==> src/rtl/sysctl_pkg.sv <==
// Package: shared register offsets, command value and register select type
// for the system control block. Offsets are byte offsets within the block.
package sysctl_pkg;
    localparam logic [31:0] OFS_SECS    = 32'h0000_9000;
    localparam logic [31:0] OFS_PWR     = 32'h0000_C000;
    localparam logic [31:0] OFS_ERRLOG  = 32'h0000_C004;
    localparam logic [31:0] OFS_VER     = 32'h0000_C008;
    localparam logic [31:0] OFS_IORST   = 32'h0000_C00C;
    localparam logic [31:0] OFS_ARB     = 32'h0000_C010;
    localparam logic [31:0] PWR_OFF_CMD = 32'h0000_0002;

    typedef enum logic [2:0] {
        SEL_NONE,
        SEL_PWR,
        SEL_ERRLOG,
        SEL_VER,
        SEL_IORST,
        SEL_ARB,
        SEL_SECS
    } sel_e;
endpackage

==> src/rtl/sysctl_decode.sv <==
// Module: sysctl_decode
// Maps a byte offset onto a register select. Only the exact offsets match;
// every other address yields SEL_NONE. Assumes ADDR_W is large enough to
// hold the highest offset (0xC010 needs 16 bits).
module sysctl_decode #(
    parameter int ADDR_W = 20
) (
    input  logic [ADDR_W-1:0] addr,
    output sysctl_pkg::sel_e  sel
);
    import sysctl_pkg::*;

    localparam logic [ADDR_W-1:0] A_SECS   = ADDR_W'(OFS_SECS);
    localparam logic [ADDR_W-1:0] A_PWR    = ADDR_W'(OFS_PWR);
    localparam logic [ADDR_W-1:0] A_ERRLOG = ADDR_W'(OFS_ERRLOG);
    localparam logic [ADDR_W-1:0] A_VER    = ADDR_W'(OFS_VER);
    localparam logic [ADDR_W-1:0] A_IORST  = ADDR_W'(OFS_IORST);
    localparam logic [ADDR_W-1:0] A_ARB    = ADDR_W'(OFS_ARB);

    // Exact-match address decode.
    always_comb begin
        case (addr)
            A_SECS:   sel = SEL_SECS;
            A_PWR:    sel = SEL_PWR;
            A_ERRLOG: sel = SEL_ERRLOG;
            A_VER:    sel = SEL_VER;
            A_IORST:  sel = SEL_IORST;
            A_ARB:    sel = SEL_ARB;
            default:  sel = SEL_NONE;
        endcase
    end
endmodule

==> src/rtl/sysctl_rwreg.sv <==
// Module: sysctl_rwreg
// Plain W-bit storage register with a synchronous write enable. Resets to
// zero. Assumes the write enable is already qualified by the decode.
module sysctl_rwreg #(
    parameter int W = 32
) (
    input  logic         clk,
    input  logic         rst_n,
    input  logic         we,
    input  logic [W-1:0] d,
    output logic [W-1:0] q
);
    // Hold the stored word; load on write enable.
    always_ff @(posedge clk) begin
        if (!rst_n)  q <= '0;
        else if (we) q <= d;
    end
endmodule

==> src/rtl/sysctl_seconds.sv <==
// Module: sysctl_seconds
// Seconds counter. A prescaler divides clk by DIV to make a one-per-second
// tick, and the counter advances on that tick. A load sets the counter and
// clears the prescaler, so the next step comes DIV cycles later. A load has
// priority over a tick in the same cycle. Assumes DIV >= 1.
module sysctl_seconds #(
    parameter int DIV = 200_000_000,
    parameter int CW  = 32
) (
    input  logic          clk,
    input  logic          rst_n,
    input  logic          load,
    input  logic [CW-1:0] load_val,
    output logic [CW-1:0] count
);
    localparam int PRE_W = (DIV > 1) ? $clog2(DIV) : 1;

    logic tick;

    generate
        if (DIV <= 1) begin : g_nodiv
            assign tick = 1'b1;
        end else begin : g_div
            logic [PRE_W-1:0] pre;
            localparam logic [PRE_W-1:0] PRE_LAST = PRE_W'(DIV - 1);

            // Prescaler: count 0..DIV-1, restart on load.
            always_ff @(posedge clk) begin
                if (!rst_n || load)     pre <= '0;
                else if (pre == PRE_LAST) pre <= '0;
                else                    pre <= pre + PRE_W'(1);
            end

            assign tick = (pre == PRE_LAST);
        end
    endgenerate

    // Counter: load wins; otherwise step (wrapping) on each tick.
    always_ff @(posedge clk) begin
        if (!rst_n)     count <= '0;
        else if (load)  count <= load_val;
        else if (tick)  count <= count + CW'(1);
    end
endmodule

==> src/rtl/sysctl_seconds_top.sv <==
// Module: sysctl_seconds_top
// System control register block with seconds counter. Requests are taken
// in a single cycle; the response (valid, error, data) is registered and
// appears in the following cycle. Writing the shutdown command to the
// power control register produces a one-cycle poweroff_req. Assumes
// word-wide accesses only.
module sysctl_seconds_top #(
    parameter int ADDR_W   = 20,
    parameter int DATA_W   = 32,
    parameter int TICK_DIV = 200_000_000
) (
    input  logic              clk,
    input  logic              rst_n,
    input  logic              req_valid,
    input  logic              req_write,
    input  logic [ADDR_W-1:0] req_addr,
    input  logic [DATA_W-1:0] req_wdata,
    output logic              rsp_valid,
    output logic              rsp_error,
    output logic [DATA_W-1:0] rsp_rdata,
    output logic              poweroff_req
);
    import sysctl_pkg::*;

    localparam logic [DATA_W-1:0] CMD_OFF = DATA_W'(PWR_OFF_CMD);

    sel_e              sel;
    logic              wr_acc;
    logic              rd_acc;
    logic              secs_load;
    logic [DATA_W-1:0] errlog_q;
    logic [DATA_W-1:0] arb_q;
    logic [DATA_W-1:0] secs_count;
    logic [DATA_W-1:0] rdata_c;

    sysctl_decode #(.ADDR_W(ADDR_W)) u_dec (
        .addr (req_addr),
        .sel  (sel)
    );

    // Accepted write / read strobes.
    assign wr_acc    = req_valid &&  req_write;
    assign rd_acc    = req_valid && !req_write;
    assign secs_load = wr_acc && (sel == SEL_SECS);

    sysctl_rwreg #(.W(DATA_W)) u_errlog (
        .clk   (clk),
        .rst_n (rst_n),
        .we    (wr_acc && (sel == SEL_ERRLOG)),
        .d     (req_wdata),
        .q     (errlog_q)
    );

    sysctl_rwreg #(.W(DATA_W)) u_arb (
        .clk   (clk),
        .rst_n (rst_n),
        .we    (wr_acc && (sel == SEL_ARB)),
        .d     (req_wdata),
        .q     (arb_q)
    );

    sysctl_seconds #(.DIV(TICK_DIV), .CW(DATA_W)) u_secs (
        .clk      (clk),
        .rst_n    (rst_n),
        .load     (secs_load),
        .load_val (req_wdata),
        .count    (secs_count)
    );

    // Read mux: storage registers return their value, the rest read zero.
    always_comb begin
        case (sel)
            SEL_ERRLOG: rdata_c = errlog_q;
            SEL_ARB:    rdata_c = arb_q;
            SEL_SECS:   rdata_c = secs_count;
            default:    rdata_c = '0;
        endcase
    end

    // Registered response and power-off pulse.
    always_ff @(posedge clk) begin
        if (!rst_n) begin
            rsp_valid    <= 1'b0;
            rsp_error    <= 1'b0;
            rsp_rdata    <= '0;
            poweroff_req <= 1'b0;
        end else begin
            rsp_valid    <= req_valid;
            rsp_error    <= req_valid && (sel == SEL_NONE);
            rsp_rdata    <= rd_acc ? rdata_c : '0;
            poweroff_req <= wr_acc && (sel == SEL_PWR) && (req_wdata == CMD_OFF);
        end
    end
endmodule

==> config.mk <==
export PLATFORM = sky130hd
export DESIGN_NAME = sysctl_seconds_top
export DESIGN_NICKNAME = d
export VERILOG_FILES = /design/src/rtl/sysctl_pkg.sv /design/src/rtl/sysctl_decode.sv /design/src/rtl/sysctl_rwreg.sv /design/src/rtl/sysctl_seconds.sv /design/src/rtl/sysctl_seconds_top.sv
export SDC_FILE = /design/constraint.sdc
export NUM_CORES = 1
export LEC_CHECK = 0
export ABC_AREA = 1
export CAP_MARGIN = 10
export CORE_MARGIN = 2
export CORE_UTILIZATION = 45
export CTS_BUF_LIST = sky130_fd_sc_hd__clkbuf_8
export DETAILED_ROUTE_END_ITERATION = 8
export DONT_BUFFER_PORTS = 1
export PLACE_DENSITY = 0.59
export SYNTH_ARGS = -nofsm -noshare
export SYNTH_HDL_FRONTEND = slang
export SYNTH_HIERARCHICAL = 1
export SYNTH_SLANG_ARGS = --single-unit
export TNS_END_PERCENT = 100
==> constraint.sdc <==
create_clock -name clk -period 5.03 [get_ports clk]
set_input_delay 1.006 -clock clk [delete_from_list [all_inputs] [get_ports clk]]
set_output_delay 1.006 -clock clk [all_outputs]
set_load 0.03 [all_outputs]
## After elaboration in Yosys (flattened, before gate mapping)

Index checks and enable logic that the tools add are counted.

- Bits in registers: 159
- Output and inout port bits: 35
- Input port bits: 56
- Logic and storage cells: 41

- Reduce and logical (&&, ||, !) cells: 15
- Equal/unequal tests: 12
- Muxes and demuxes: 4
- Add/subtract/negate cells: 2

Operators by type and width:

| operator | count |
|---|---|
| 20-bit by 16-bit equality test with 1-bit output, second input constant | 6 |
| 32-bit case mux with 3 select lines | 1 |
| 32-bit 2-to-1 mux | 2 |
| 32-bit by 1-bit adder with 32-bit output, second input constant | 1 |
| 32-bit by 2-bit equality test with 1-bit output, second input constant | 1 |
| 28-bit by 1-bit adder with 28-bit output, second input constant | 1 |
| 28-bit equality test, second input constant | 1 |
| 3-bit case mux with 6 select lines | 1 |
| 1-bit logical AND | 8 |
| 3-bit equality test, second input constant | 2 |
| 3-bit by 1-bit equality test with 1-bit output, second input constant | 1 |
| 3-bit by 2-bit equality test with 1-bit output, second input constant | 1 |
| 3-bit logical NOT | 1 |
| 1-bit logical NOT | 2 |
| 2-bit AND reduction | 1 |
| 2-bit nonzero test | 1 |
| 2-bit OR reduction | 1 |
| 1-bit logical OR | 1 |

## Logic depth before layout (Yosys ltp)

Gate-level depths: netlist (run 1).

- Depth after elaboration: 6
- Depth in mapped cells: 20
- Depth with buffers taken out: 19

## Modules after synthesis

The synthesis (run 1) kept the hierarchy.

Modules (own cells, without submodules):

| module | instances | area an instance (sq um) | seq. area each (sq um) | cells an instance |
|---|---|---|---|---|
| sysctl_seconds | 1 | 3947.5 | 1201.2 | 672 |
| sysctl_rwreg | 2 | 1335.0 | 640.6 | 202 |
| sysctl_seconds_top | 1 | 1981.9 | 700.7 | 301 |
| sysctl_decode | 1 | 327.8 | 0.0 | 72 |

## Least setup slack after synthesis (run 1)

No wires, ideal clock.

- Path type: input-to-reg
- Start point: input req_addr[11]
- End point: register u_secs.count[22]
- Data required time: 4.972 ns
- Setup time: 0.058 ns
- Data arrival time: 2.918 ns
- Stages on the path: 17
- Path buffers: 3
- Slack: 2.054 ns
- Path through: nor2_2 > nand2_2 > nor2_4 > nand2_1 > o21a_1 > nor2_1 > inv_2 > nand2_4 > nor3_1 > buf_2 > inv_1 > buf_2 > buf_1 > nand3_1 > nand2_1 > nand3_1 > nand2_1

- Cells in the longest elaborated chain, start to end: 5
- Elaborated cells between the ends (all ways): 11
- Those cells by class: eq/ne (7); mux (2); reduce/logical (2)

RTL lines:

| element | RTL line | source |
|---|---|---|
| from (decl) | sysctl_seconds_top.sv:16 | `input logic [ADDR_W-1:0] req_addr,` |
| 20-bit by 16-bit equality test with 1-bit output | sysctl_decode.sv:22 | `case (addr)` |
| 3-bit case mux with 6 select lines (*) | sysctl_decode.sv:22 |  |
| via sel[0] | sysctl_seconds_top.sv:27 | `sel_e sel;` |
| 3-bit equality test (*) | sysctl_seconds_top.sv:44 | `assign secs_load = wr_acc && (sel == SEL_SECS);` |
| 1-bit logical AND (*) | sysctl_seconds_top.sv:44 |  |
| via secs_load | sysctl_seconds_top.sv:30 | `logic secs_load;` |
| 32-bit 2-to-1 mux or 2-bit nonzero test (tied branches) | -- |  |
| to (signal assigned) | sysctl_seconds.sv:41 | `else if (load) count <= load_val;` |
| to (signal assigned) | sysctl_seconds.sv:42 | `else if (tick) count <= count + CW'(1);` |
| to (decl) | sysctl_seconds.sv:14 | `output logic [CW-1:0] count` |

Mark *: on every way through the listed nets, which the timed path passes. The rest lies on a longest branch.
A chain may end at the register's enable or synchronous reset.

## Final worst setup path (run 1)

- Start point: input req_addr[16]
- End point: register u_arb.q[24]

- Cells in the longest elaborated chain, start to end: 4
- Elaborated cells between the ends (all ways): 9
- Those cells by class: eq/ne (7); mux (1); reduce/logical (1)

RTL lines:

| element | RTL line | source |
|---|---|---|
| 20-bit by 16-bit equality test with 1-bit output | sysctl_decode.sv:22 |  |
| 3-bit case mux with 6 select lines (*) | sysctl_decode.sv:22 |  |
| via sel[1] | sysctl_seconds_top.sv:27 |  |
| 3-bit equality test (*) | sysctl_seconds_top.sv:57 | `.we (wr_acc && (sel == SEL_ARB)),` |
| 1-bit logical AND (*) | sysctl_seconds_top.sv:57 |  |
| to (signal assigned) | sysctl_rwreg.sv:15 | `if (!rst_n) q <= '0;` |
| to (signal assigned) | sysctl_rwreg.sv:16 | `else if (we) q <= d;` |
| to (decl) | sysctl_rwreg.sv:11 | `output logic [W-1:0] q` |

Marked as above.

==> results list, run 1 <==
- The worst setup path is captured at a flop.
* Top library cells by usage in the layout, fill and taps aside: sky130_fd_sc_hd__nand2_1 (465), sky130_fd_sc_hd__nor2_1 (264), sky130_fd_sc_hd__inv_1 (177), sky130_fd_sc_hd__dfxtp_1 (159), sky130_fd_sc_hd__nand3_1 (130)
- Clock Latency Late Sink: 0.47 ns
- The finished layout holds 1,700 standard cells, fillers aside.
- CTS hold repair buffers: 0
- CP peak stage delay: 0.45 ns
- During placement, the flow inserted port buffers numbering 0.
* Critical Path Source Type: input pin
- Of all nets on the critical path, the largest fanout is 64.
- The count of final hold-check violations was 0.
* Most common cell after layout, fill and taps aside: sky130_fd_sc_hd__nand2_1
- Largest family of logic cells by synthesized area: simple AND/OR/NAND/NOR gates
* Fin area: 0.00936 mm²
- The final layout contains 1,480 nets.
- Minimum period implied by the final worst setup slack: 3.17 ns
- The area growth from synthesis to layout is 4.81%.
- VDD IR-drop max: 0.176 mV
- Adder and majority cell fraction of the synthesized area: 0.280%
- The tightest hold path in the finished design has a slack of 0.475 ns.
- Max Fclk: 0.316 GHz
* Area of the mapped netlist: 0.00893 mm²
- Slew of the pin with the lowest slew margin: 0.657 ns
* Portion of the clock cycle consumed by the worst path in the final layout: 62.9%
- Post-synth EDFFs: 0
- In this run the worst hold path is classified as reg -> reg.
- Minimum setup slack among reg-to-reg paths: 2.84 ns
- Setup total negative slack: 0 ns
* Post-synth ARST share: 0%
- Setup violations remaining at the end of the flow were counted as 0.
- Die Span X: 145 µm
* H-tree level count: 4
* Final worst clock skew: 0.0206 ns
- In this run the worst setup path begins at req_addr[16].
- In this run, CTS created clock tree buffers numbering 17.
* Starting density of the core: 45.9%
* Number of standard-cell rows in the floorplan: 51
- Synthesized-area fraction occupied by ao, oa, aoi and oai cells: 3.64%
- The tool flagged a number of max-cap violations equal to 0.
- Worst Hold Launch: u_arb/q[28]
- The worst setup path is of the in -> reg kind.
* Number of sinks handled by clock tree synthesis: 159
- Buffers inserted during post-CTS setup optimization: 0
- Detail-routed via count per cell: 5.00
* Endpoint of the worst hold path: u_arb/q[28]
- Number of synthesized register bits: 159
* Post-detailed-route wirelength per cell: 14.7 µm
- For the worst setup path, the data required time is 5.40 ns.
* Pin count of the biggest net entering global routing: 76
- For this design the top-level I/O count stands at 91.
* Master cell of the clock root buffer: sky130_fd_sc_hd__clkbuf_8
- Gates resized during post-CTS repair numbered 0.
- Synth Area in XOR/XNOR: 0.981%
* Share of the yosys chip area belonging to registers: 35.7%
- Number of global-route vias before repair: 7,874
- TritonCTS clock tree: done
* Logic depth of the worst register-to-register path: 10
- Share of cells above drive strength 1: 6.62%
- In this run the critical register-to-register path is captured at u_secs/count[0].
- Setup repair after global routing left no endpoint under its margin.
- Unique cell type count in the Yosys netlist: 42
- Endpoint arrival time on the critical path: 3.53 ns
- The repair_antennas step left the layout with diodes totalling 0.
* CORE AREA: 0.0195 mm²
- PwrDens: 243 mW/mm²
- First-pass GRT wire length: 40,600 µm
- Placed instance area: 0.00896 mm²
- Max-Slew Margin vs Limit: 56.2%
- ANT nets after route: 0
- Critical path cell sequence: inv_1, nand2_1, nor2_1, nand2_1, o21ai_1, nand2_1, nand2_1, buf_4, clkinv_2, nand2_1, nor3_2, buf_4, nor2_1, nor2_1
- Multiplexer cells account for 0.126% of the synthesized area.
- Total overflow reported by the global router: 0
* Count of placed standard cells including taps: 1,668
- Mapped Avg Cell Area: 6.16 µm²
- The worst register-to-register path begins at u_secs/g_div.pre[0].
- Synthesis produced a netlist whose cell count is 1,449.
- Along the worst hold path, the cell count comes to 2.
- Number of antenna violations at the first check in global routing: 0
- Wires add up to 25,000 µm.
* Total die area: 0.0210 mm²
- In this run the deepest clock path goes through 2 buffers.
* Clk slew on worst S/H paths: 0.10 ns
- The synthesized netlist devotes 47.0% of its cell area to simple gates.
- The routed layout has 8,503 vias.
* Pins over their slew limit: 0
* Cell at the slowest stage of the critical path: sky130_fd_sc_hd__clkinv_2
* Result of the run: finished, final reports clean
* YS warnings: 6
- Post-route DRC violation count: 0
- DR pass1 iterations: 6
* Global-route usage over all layers: 24.7%
- Leakage power figure: 4.09 nW
- HPWL after detailed placement: 17,500 µm
- Cell type with the highest occurrence count on the critical path: sky130_fd_sc_hd__nand2_1
* Drt initial violations: 647
* Last weighted congestion value of the routability-driven placer: 0.899
- Die extent in y: 145 µm
* Syn Nets: 1,507
- The most used flip-flop cell after synthesis is sky130_fd_sc_hd__dfxtp_1.
==> cell usage after synthesis (2+ instances only) <==
cell	n	area share (%)
sky130_fd_sc_hd__buf_4	6	0.50
sky130_fd_sc_hd__nor2_2	11	0.77
sky130_fd_sc_hd__a21o_1	3	0.25
sky130_fd_sc_hd__nor2_1	266	11
sky130_fd_sc_hd__a21oi_1	36	2.0
sky130_fd_sc_hd__nand3b_1	4	0.34
sky130_fd_sc_hd__or2_2	7	0.49
sky130_fd_sc_hd__dfxtp_1	159	36
sky130_fd_sc_hd__or2_0	2	0.14
sky130_fd_sc_hd__nor2_4	6	0.76
sky130_fd_sc_hd__clkbuf_1	6	0.25
sky130_fd_sc_hd__nand3_1	130	7.3
sky130_fd_sc_hd__inv_1	177	7.4
sky130_fd_sc_hd__nand2_2	3	0.21
sky130_fd_sc_hd__xnor2_1	2	0.20
sky130_fd_sc_hd__xor2_1	8	0.78
sky130_fd_sc_hd__nor3_2	2	0.22
sky130_fd_sc_hd__o21bai_1	5	0.42
sky130_fd_sc_hd__ha_1	2	0.28
sky130_fd_sc_hd__nand2_4	3	0.38
sky130_fd_sc_hd__buf_6	17	2.1
sky130_fd_sc_hd__nor3_1	18	1.0
sky130_fd_sc_hd__nor3b_1	2	0.17
sky130_fd_sc_hd__buf_2	27	1.5
sky130_fd_sc_hd__inv_4	2	0.14
sky130_fd_sc_hd__nand2_1	465	20
sky130_fd_sc_hd__o21ai_0	13	0.73
sky130_fd_sc_hd__inv_2	4	0.17
sky130_fd_sc_hd__nand3_2	3	0.34
sky130_fd_sc_hd__nand4_1	47	3.3
sky130_fd_sc_hd__nor3_4	2	0.36
==> kinds of logic after synthesis <==
family,Yosys count
AO/OA/AOI/OAI,60
flip-flops,159
buffers and inverters,242
adder cells (fa/ha/maj),2
multiplexers,1
XOR/XNOR,10
AND/OR/NAND/NOR,975
==> metal layers <==
metal  track usage, %  share of wire, %
met1             33.1                46
met2             40.7                46
met3             4.84               6.0
met4             6.80               1.9
met5                0                 0
==> worst max-delay path, delay by kind of cell <==
family | cells | cell delay (ns)
buffers and inverters | 4 | 1.19
AOI/OAI and AO/OA | 1 | 0.08
and+or+nand+nor | 9 | 1.23
==> how the worst max path moves through the flow <==
| stage | endpoint | depth (start not counted) |
|---|---|---|
| after floorplan | u_secs/count[22] | 17 |
| after global placement | u_arb/q[2] | 14 |
| after detailed placement | u_arb/q[24] | 14 |
| after CTS | u_arb/q[2] | 15 |
| after global routing | u_arb/q[27] | 15 |
| final | u_arb/q[24] | 14 |
==> where the power goes <==
| group | switching, mW | leakage [nW] | total, mW | internal (mW) |
|---|---|---|---|---|
| logic | 0.0351 | 2.62 | 0.0568 | 0.0218 |
| clock network | 0.579 | 0.195 | 0.955 | 0.376 |
| registers | 0.00474 | 1.28 | 1.27 | 1.26 |
==> registers in the layout, indices dropped and copies added (netlist names) <==
register / cells
rsp_rdata: 32
u_arb/q: 32
u_errlog/q: 32
u_secs/count: 32
u_secs/g_div.pre: 28
poweroff_req: 1
rsp_error: 1
rsp_valid: 1
==> cell type report <==
| type | instances | area, µm² |
|---|---|---|
| clock buffer | 17 | 234 |
| clock inverter | 15 | 159 |
| fill | 2137 | 10100 |
| inverter | 185 | 701 |
| multi-input combinational | 1048 | 4670 |
| sequential | 159 | 3180 |
| tap | 265 | 332 |
| timing repair buffer | 11 | 82.6 |
==> through the flow <==
step                util (%)  power, mW  worst slack [ns]
finish                  48.1       2.28              1.86
global route            48.1       2.36              1.49
CTS                     48.1       2.30              1.87
detailed placement      46.1       1.35              1.38
global placement        46.1       1.35              1.40
floorplan                  -       1.35              2.05
Power figures use the tool's default switching activity.
==> run 2: changes to the inputs <==
--- a/config.mk
+++ b/config.mk
@@ -12,7 +12,7 @@
 export CTS_BUF_LIST = sky130_fd_sc_hd__clkbuf_8
 export DETAILED_ROUTE_END_ITERATION = 8
 export DONT_BUFFER_PORTS = 1
-export PLACE_DENSITY = 0.59
+export PLACE_DENSITY = 0.61
 export SYNTH_ARGS = -nofsm -noshare
 export SYNTH_HDL_FRONTEND = slang
 export SYNTH_HIERARCHICAL = 1
==> constraint.sdc (replaced) <==
create_clock -name clk -period 2.7 [get_ports clk]
set_input_delay 0.54 -clock clk [delete_from_list [all_inputs] [get_ports clk]]
set_output_delay 0.54 -clock clk [all_outputs]
set_load 0.03 [all_outputs]
==> results list, run 2 (same netlist as run 1, synthesis figures left out) <==
- The area of the core is 0.0195 mm² (unchanged).
- Number of max-capacitance violations reported: 0 (unchanged)
- Buffers from clock root to sink, at most: 2 (unchanged)
- Clk slew on worst S/H paths: 0.11 ns (about the same)
* DR pass1 iterations: 5 (-1)
- CP peak stage delay: 0.49 ns (+0.04 ns)
* Nature of the critical path endpoint: flop
- The via count of the first global-routing pass is 7,721 (-1.9%).
* Core Util, Final: 48.8% (+0.69 points)
* Critical Path Source Type: flop
- Largest fanout of any net on the critical path: 7 (-89%)
* CTS hold repair buffers: 0 (unchanged)
- Number of buffer cells added on primary ports: 0 (unchanged)
- Slew of the pin with the lowest slew margin: 0.637 ns (-0.0207 ns)
- Worst Setup Path Type: reg -> reg
- The number of gates resized after CTS came to 0 (unchanged).
* Top library cells by usage in the layout, fill and taps aside: sky130_fd_sc_hd__nand2_1 (465), sky130_fd_sc_hd__nor2_1 (264), sky130_fd_sc_hd__inv_1 (177), sky130_fd_sc_hd__dfxtp_1 (159), sky130_fd_sc_hd__nand3_1 (130)
* Detail-routed via count per cell: 5.07 (+1.4%)
- Number of antenna violations at the first check in global routing: 0 (unchanged)
- Launching point of the worst reg2reg path: u_secs/g_div.pre[0]
* Number of sinks handled by clock tree synthesis: 159 (unchanged)
- Setup total negative slack: 0 ns (unchanged)
- Portion of the clock cycle consumed by the worst path in the final layout: 76.7%
- The critical path data arrival time is 2.47 ns (-1.06 ns).
- Total die area: 0.0210 mm² (unchanged)
- In this run the worst setup path begins at u_secs/g_div.pre[0].
* Total length of routed wires: 25,500 µm (+1.9%)
* VDD IR-drop max: 0.328 mV (+86%)
- Area Overhead vs Synth: 6.32%
- Fin area: 0.00949 mm² (+1.4%)
- Buffers inserted during post-CTS setup optimization: 0 (unchanged)
- Cell type with the highest occurrence count on the critical path: sky130_fd_sc_hd__nor3_4
- The number of buffers created by CTS came to 17 (unchanged).
- Drt initial violations: 741 (+15%)
- Final worst clock skew: 0.0187 ns (-0.00195 ns)
- The die span in x was 145 µm (unchanged).
- Max Fclk: 0.483 GHz
* Global-route usage over all layers: 25.0% (+0.27 points)
- The wire length per cell after detailed routing was 14.9 µm (+1.1%).
- The ratio of total power to cell area was 450 mW/mm² (+85%).
* TritonCTS clock tree: done
* Worst setup slack after layout: 0.629 ns (-1.24 ns)
- The via count was 8,691 (+2.2%).
* Post-route DRC violation count: 0 (unchanged)
- Tightest hold margin: 0.171 ns (-0.304 ns)
- Cell at the slowest stage of the critical path: sky130_fd_sc_hd__dfxtp_1
* Worst Hold Launch: rst_n
- Placed instance area: 0.00909 mm² (+1.4%)
- Max-Slew Margin vs Limit: 57.5% (+1.3 points)
* Number of standard-cell rows in the floorplan: 51 (unchanged)
- The total global routing overflow came to 0 (unchanged).
- The run finished with clean final reports.
- Worst path required time: 3.10 ns (-2.30 ns)
- The leakage power summed over all cells is 4.17 nW (+1.9%).
* Worst slack at placement: 0.212 ns (-1.17 ns)
- The antenna diode instance count is 0 (unchanged).
* Starting density of the core: 45.9% (unchanged)
- ANT nets after route: 0 (unchanged)
- The final net count was 1,493 (+0.88%).
- In this run the clock root is driven by a sky130_fd_sc_hd__clkbuf_8.
- First-pass GRT wire length: 40,600 µm (about the same)
- The largest net degree at the start of global routing is 76 (unchanged).
* Die extent in y: 145 µm (unchanged)
* H-tree level count: 4 (unchanged)
- The count of pins over their slew limit was 0 (unchanged).
* Worst Hold Class: in -> reg
- Number of setup violations in the final report: 0 (unchanged)
* Final count of hold timing violations: 0 (unchanged)
* Minimum period implied by the final worst setup slack: 2.07 ns
- The clock latency at the later pin of the worst-skew pair was 0.48 ns (about the same).
- Critical path cell sequence: ha_1, nand3_2, nor3_4, inv_2, nor3_4, nand3_1, a21oi_1
- The placer's final routability congestion estimate was 0.904 (+0.57%).
* Setup repair after global routing missed its margin: false
* HPWL after detailed placement: 18,100 µm (+3.5%)
* Share of cells above drive strength 1: 7.46% (+0.84 points)
- The I/O pin count came to 91 (unchanged).
- Most common cell after layout, fill and taps aside: sky130_fd_sc_hd__nand2_1
[run 2: changes by cell type in the layout (fill, tap and decap cells not counted), moves of 2 or more]
cell | before | now
sky130_fd_sc_hd__clkinvlp_4 | 2 | 0
sky130_fd_sc_hd__buf_4 | 11 | 22
sky130_fd_sc_hd__buf_12 | 0 | 2
sky130_fd_sc_hd__clkinv_4 | 1 | 3
[run 2: cell type report]
| class | instances | area [µm²] |
|---|---|---|
| Fill cell | 2084 | 9970 |
| Timing Repair Buffer | 24 | 205 |
| Inverter | 185 | 701 |
| Clock inverter | 14 | 158 |
| Tap cell | 265 | 332 |
| Multi-Input combinational cell | 1048 | 4670 |
| Sequential cell | 159 | 3180 |
| Clock buffer | 18 | 248 |
[run 2: metal layers]
layer	track usage (%)	up-vias	part of all wire [%]
met5	0	-	0
met4	8.58	0	2.3
met3	5.40	38	6.4
met2	39.1	262	46
met1	34.2	3952	45
li1	-	4439	-
[run 2: power by group]
| part | internal, mW | total, mW | switching [mW] | leakage (nW) |
|---|---|---|---|---|
| sequential | 2.35 | 2.36 | 0.00871 | 1.28 |
| combinational | 0.0414 | 0.108 | 0.0669 | 2.69 |
| clock | 0.726 | 1.80 | 1.08 | 0.206 |
[run 2: metrics by stage]
stage / instances / power, mW
6_report: 1713 / 4.27
5_1_grt: 1713 / 4.43
4_1_cts: 1713 / 4.32
3_5_place_dp: 1681 / 2.52
3_3_place_gp: 1681 / 2.52
2_1_floorplan: 1449 / 2.51
[run 2: final timing paths]
check | slack, ns | cells after the start | end
worst max-delay path | 0.63 | 7 | u_secs/count[25]
worst min-delay path | 0.17 | 2 | u_errlog/q[18]
worst max register to register | 0.63 | 7 | u_secs/count[25]
worst min register to register | 0.48 | 2 | u_arb/q[19]
[run 2: critical path, delay by kind of cell (launching register included)]
family / cells / cell delay [ns]
compound gates: 1 / 0.16
fa+ha+maj: 1 / 0.26
buf+inv: 1 / 0.13
flops: 1 / 0.49
simple gates: 4 / 0.97
==> run 3: changes to the inputs <==
--- a/config.mk
+++ b/config.mk
@@ -12,7 +12,7 @@
 export CTS_BUF_LIST = sky130_fd_sc_hd__clkbuf_8
 export DETAILED_ROUTE_END_ITERATION = 8
 export DONT_BUFFER_PORTS = 1
-export PLACE_DENSITY = 0.61
+export PLACE_DENSITY = 0.59
 export SYNTH_ARGS = -nofsm -noshare
 export SYNTH_HDL_FRONTEND = slang
 export SYNTH_HIERARCHICAL = 1
==> constraint.sdc (replaced) <==
create_clock -name clk -period 1.95 [get_ports clk]
set_input_delay 0.39 -clock clk [delete_from_list [all_inputs] [get_ports clk]]
set_output_delay 0.39 -clock clk [all_outputs]
set_load 0.03 [all_outputs]
==> results list, run 3 (same netlist as run 1, synthesis figures left out) <==
- The run finished with clean final reports.
- Via Count: 8,729 (+0.44%)
* Final count of hold timing violations: 0 (unchanged)
- Share of cells above drive strength 1: 12.7% (+5.2 points)
- Max-Slew Margin vs Limit: 52.8% (-4.7 points)
- Minimum setup slack among reg-to-reg paths: 0.12 ns (-0.51 ns)
* Sequential group share of total power: 53.6% (-1.6 points)
- The switching power as a share of total power came to 24.1% (-2.8 points).
- Worst path required time: 2.35 ns (-0.75 ns)
- VDD IR-drop max: 0.345 mV (+5.2%)
* CORE AREA: 0.0195 mm² (unchanged)
* Number of max-capacitance violations reported: 0 (unchanged)
- PwrDens: 605 mW/mm² (+35%)
- Clock buffer count from CTS: 17 (unchanged)
- The clock latency at the later pin of the worst-skew pair was 0.46 ns (-0.02 ns).
- Area Overhead vs Synth: 12.5%
- Pin count of the biggest net entering global routing: 76 (unchanged)
- The number of DRC violations after detailed-routing iteration 0 is 558 (-25%).
* ANT nets after route: 0 (unchanged)
* Nature of the critical path endpoint: flop
* Combinational cell fraction of total power: 2.9% (+0.4 points)
- TritonCTS clock tree: done
- H-tree level count: 4 (unchanged)
* Diode count: 0 (unchanged)
- Die Span X: 145 µm (unchanged)
- Detail-routed via count per cell: 4.97 (-2.1%)
- The setup path with the least slack is of type reg -> reg.
* Pins over their slew limit: 0 (unchanged)
- The top fanout value on the critical path was 7 (unchanged).
* Launching point of the worst reg2reg path: u_secs/g_div.pre[1]
* Setup repair after global routing missed its margin: true
* I/O pin count: 91 (unchanged)
- The wire length per cell after detailed routing is 14.1 µm (-5.3%).
- The leakage power summed over all cells is 4.44 nW (+6.5%).
* DR pass1 iterations: 9 (+4)
- Last weighted congestion value of the routability-driven placer: 0.958 (+6.0%)
* Number of buffer cells added on primary ports: 0 (unchanged)
* Worst Hold Class: in -> reg
- Total overflow reported by the global router: 0 (unchanged)
- Starting density of the core: 45.9% (unchanged)
- First-pass GRT wire length: 40,400 µm (-0.53%)
* Global-route usage over all layers: 24.5% (-0.51 points)
* Top library cells by usage in the layout, fill and taps aside: sky130_fd_sc_hd__nand2_1 (462), sky130_fd_sc_hd__nor2_1 (259), sky130_fd_sc_hd__inv_1 (173), sky130_fd_sc_hd__dfxtp_1 (155), sky130_fd_sc_hd__nand3_1 (121)
- Reg-to-Reg End: u_secs/count[9]
- Power after layout: 6.08 mW (+42%)
* Internal power component: 4.61 mW (+48%)
- Sw Pwr: 1.47 mW (+27%)
- Number of sinks handled by clock tree synthesis: 159 (unchanged)
- Final worst clock skew: 0.0103 ns (-0.00836 ns)
* Most common cell after layout, fill and taps aside: sky130_fd_sc_hd__nand2_1
* Buffers from clock root to sink, at most: 2 (unchanged)
* Number of global-route vias before repair: 7,993 (+3.5%)
* Critical path capture point: u_secs/count[9]
- The number of antenna violations at the first check in global routing is 0 (unchanged).
- The cell sitting at the root of the clock tree is a sky130_fd_sc_hd__clkbuf_8.
- Die extent in y: 145 µm (unchanged)
- The worst setup path is launched from a flop.
- Number of setup violations in the final report: 0 (unchanged)
- Tracing the worst setup path back leads to its startpoint at u_secs/g_div.pre[1].
- The number of rows in the core area was 51 (unchanged).
- Share of total power in the clock network: 43.4% (+1.2 points)
* Number of nets at the end of the flow: 1,537 (+2.9%)
- Portion of the clock cycle consumed by the worst path in the final layout: 94.0% (+17 points)
- The area of the die came to 0.0210 mm² (unchanged).
* Tightest hold margin: 0.0407 ns (-0.130 ns)
* Max Fclk: 0.545 GHz (+13%)
* Post-route DRC violation count: 0 (unchanged)
- Slew of the pin with the lowest slew margin: 0.707 ns (+0.0699 ns)
- Total length of routed wires: 24,800 µm (-2.9%)
- Logic depth of the worst register-to-register path: 8 (+1)
- The final critical-path required period is 1.83 ns (-0.237 ns).
* HPWL after detailed placement: 18,000 µm (-0.40%)
- The clock-pin slew on the worst setup and hold paths is 0.09 ns (-0.02 ns).
* Endpoint arrival time on the critical path: 2.23 ns (-0.24 ns)
-- run 3: changes by cell type in the layout (fill, tap and decap cells not counted), sizes merged --
cell / before / now
clkinvlp: 0 / 2
bufinv: 0 / 3
clkinv: 8 / 5
buf: 24 / 68
inv: 191 / 190
clkbuf: 18 / 17
-- run 3: worst min path at each step --
stage / slack (ns) / from / to / depth (start not counted)
finish: 0.04 / rst_n / u_arb/q[22] / 2
global placement: 0.46 / u_arb/q[20] / u_arb/q[20] / 2
global route: 0.007 / rst_n / u_arb/q[26] / 2
detailed placement: 0.46 / u_arb/q[27] / u_arb/q[27] / 2
floorplan: 0.45 / u_arb/q[0] / u_arb/q[0] / 2
CTS: 0.002 / rst_n / u_arb/q[25] / 2
-- run 3: stage by stage --
step / setup slack, ns / setup TNS (ns) / cells / area, µm² / util [%]
after floorplan: -0.149 / -7.19 / 1449 / 9100 / -
after global placement: -0.249 / -22.03 / 1722 / 9590 / 49.3
after detailed placement: -0.259 / -25.38 / 1722 / 9590 / 49.3
after CTS: 0.0437 / 0 / 1754 / 10000 / 51.4
after global routing: -0.00599 / -0.0122 / 1757 / 10000 / 51.6
final: 0.117 / 0 / 1757 / 10000 / 51.6
-- run 3: what timing repair did --
item / CTS / global route
hold buffers: 0 / 0
setup endpoints to repair: 0 / 8
buffers inserted: 0 / 3
resized for setup: 0 / 7
-- run 3: power by group through the flow --
| stage | Clock, mW | Sequential [mW] | Combinational [mW] |
|---|---|---|---|
| 2_1_floorplan | 0 | 3.34 | 0.153 |
| 3_3_place_gp | 0 | 3.34 | 0.176 |
| 3_5_place_dp | 0 | 3.34 | 0.177 |
| 4_1_cts | 2.73 | 3.26 | 0.178 |
| 5_1_grt | 2.86 | 3.26 | 0.207 |
| 6_report | 2.64 | 3.26 | 0.177 |
-- run 3: worst max-delay path, stage by stage, from the launching register on --
cell and delay, ns:
sky130_fd_sc_hd__dfxtp_2 0.35, sky130_fd_sc_hd__ha_2 0.20, sky130_fd_sc_hd__nand3_2 0.13, sky130_fd_sc_hd__nor3_4 0.31, sky130_fd_sc_hd__inv_2 0.12, sky130_fd_sc_hd__nor3_4 0.36
sky130_fd_sc_hd__buf_4 0.17, sky130_fd_sc_hd__a21oi_1 0.06, sky130_fd_sc_hd__nor2_1 0.08
-- run 3: final cells by class --
cell class / count / area, µm²
sequential: 159 / 3190
clock buffer: 17 / 234
fill: 2060 / 9420
multi-input combinational: 1048 / 4800
clock inverter: 15 / 181
tap: 265 / 332
timing repair buffer: 68 / 611
inverter: 185 / 703
-- run 3: per-layer routing --
layer | GRT usage [%] | wire length, µm
met1 | 32.6 | 11500
met2 | 40.9 | 11600
met3 | 4.31 | 1310
met4 | 7.00 | 373
met5 | 0 | 0
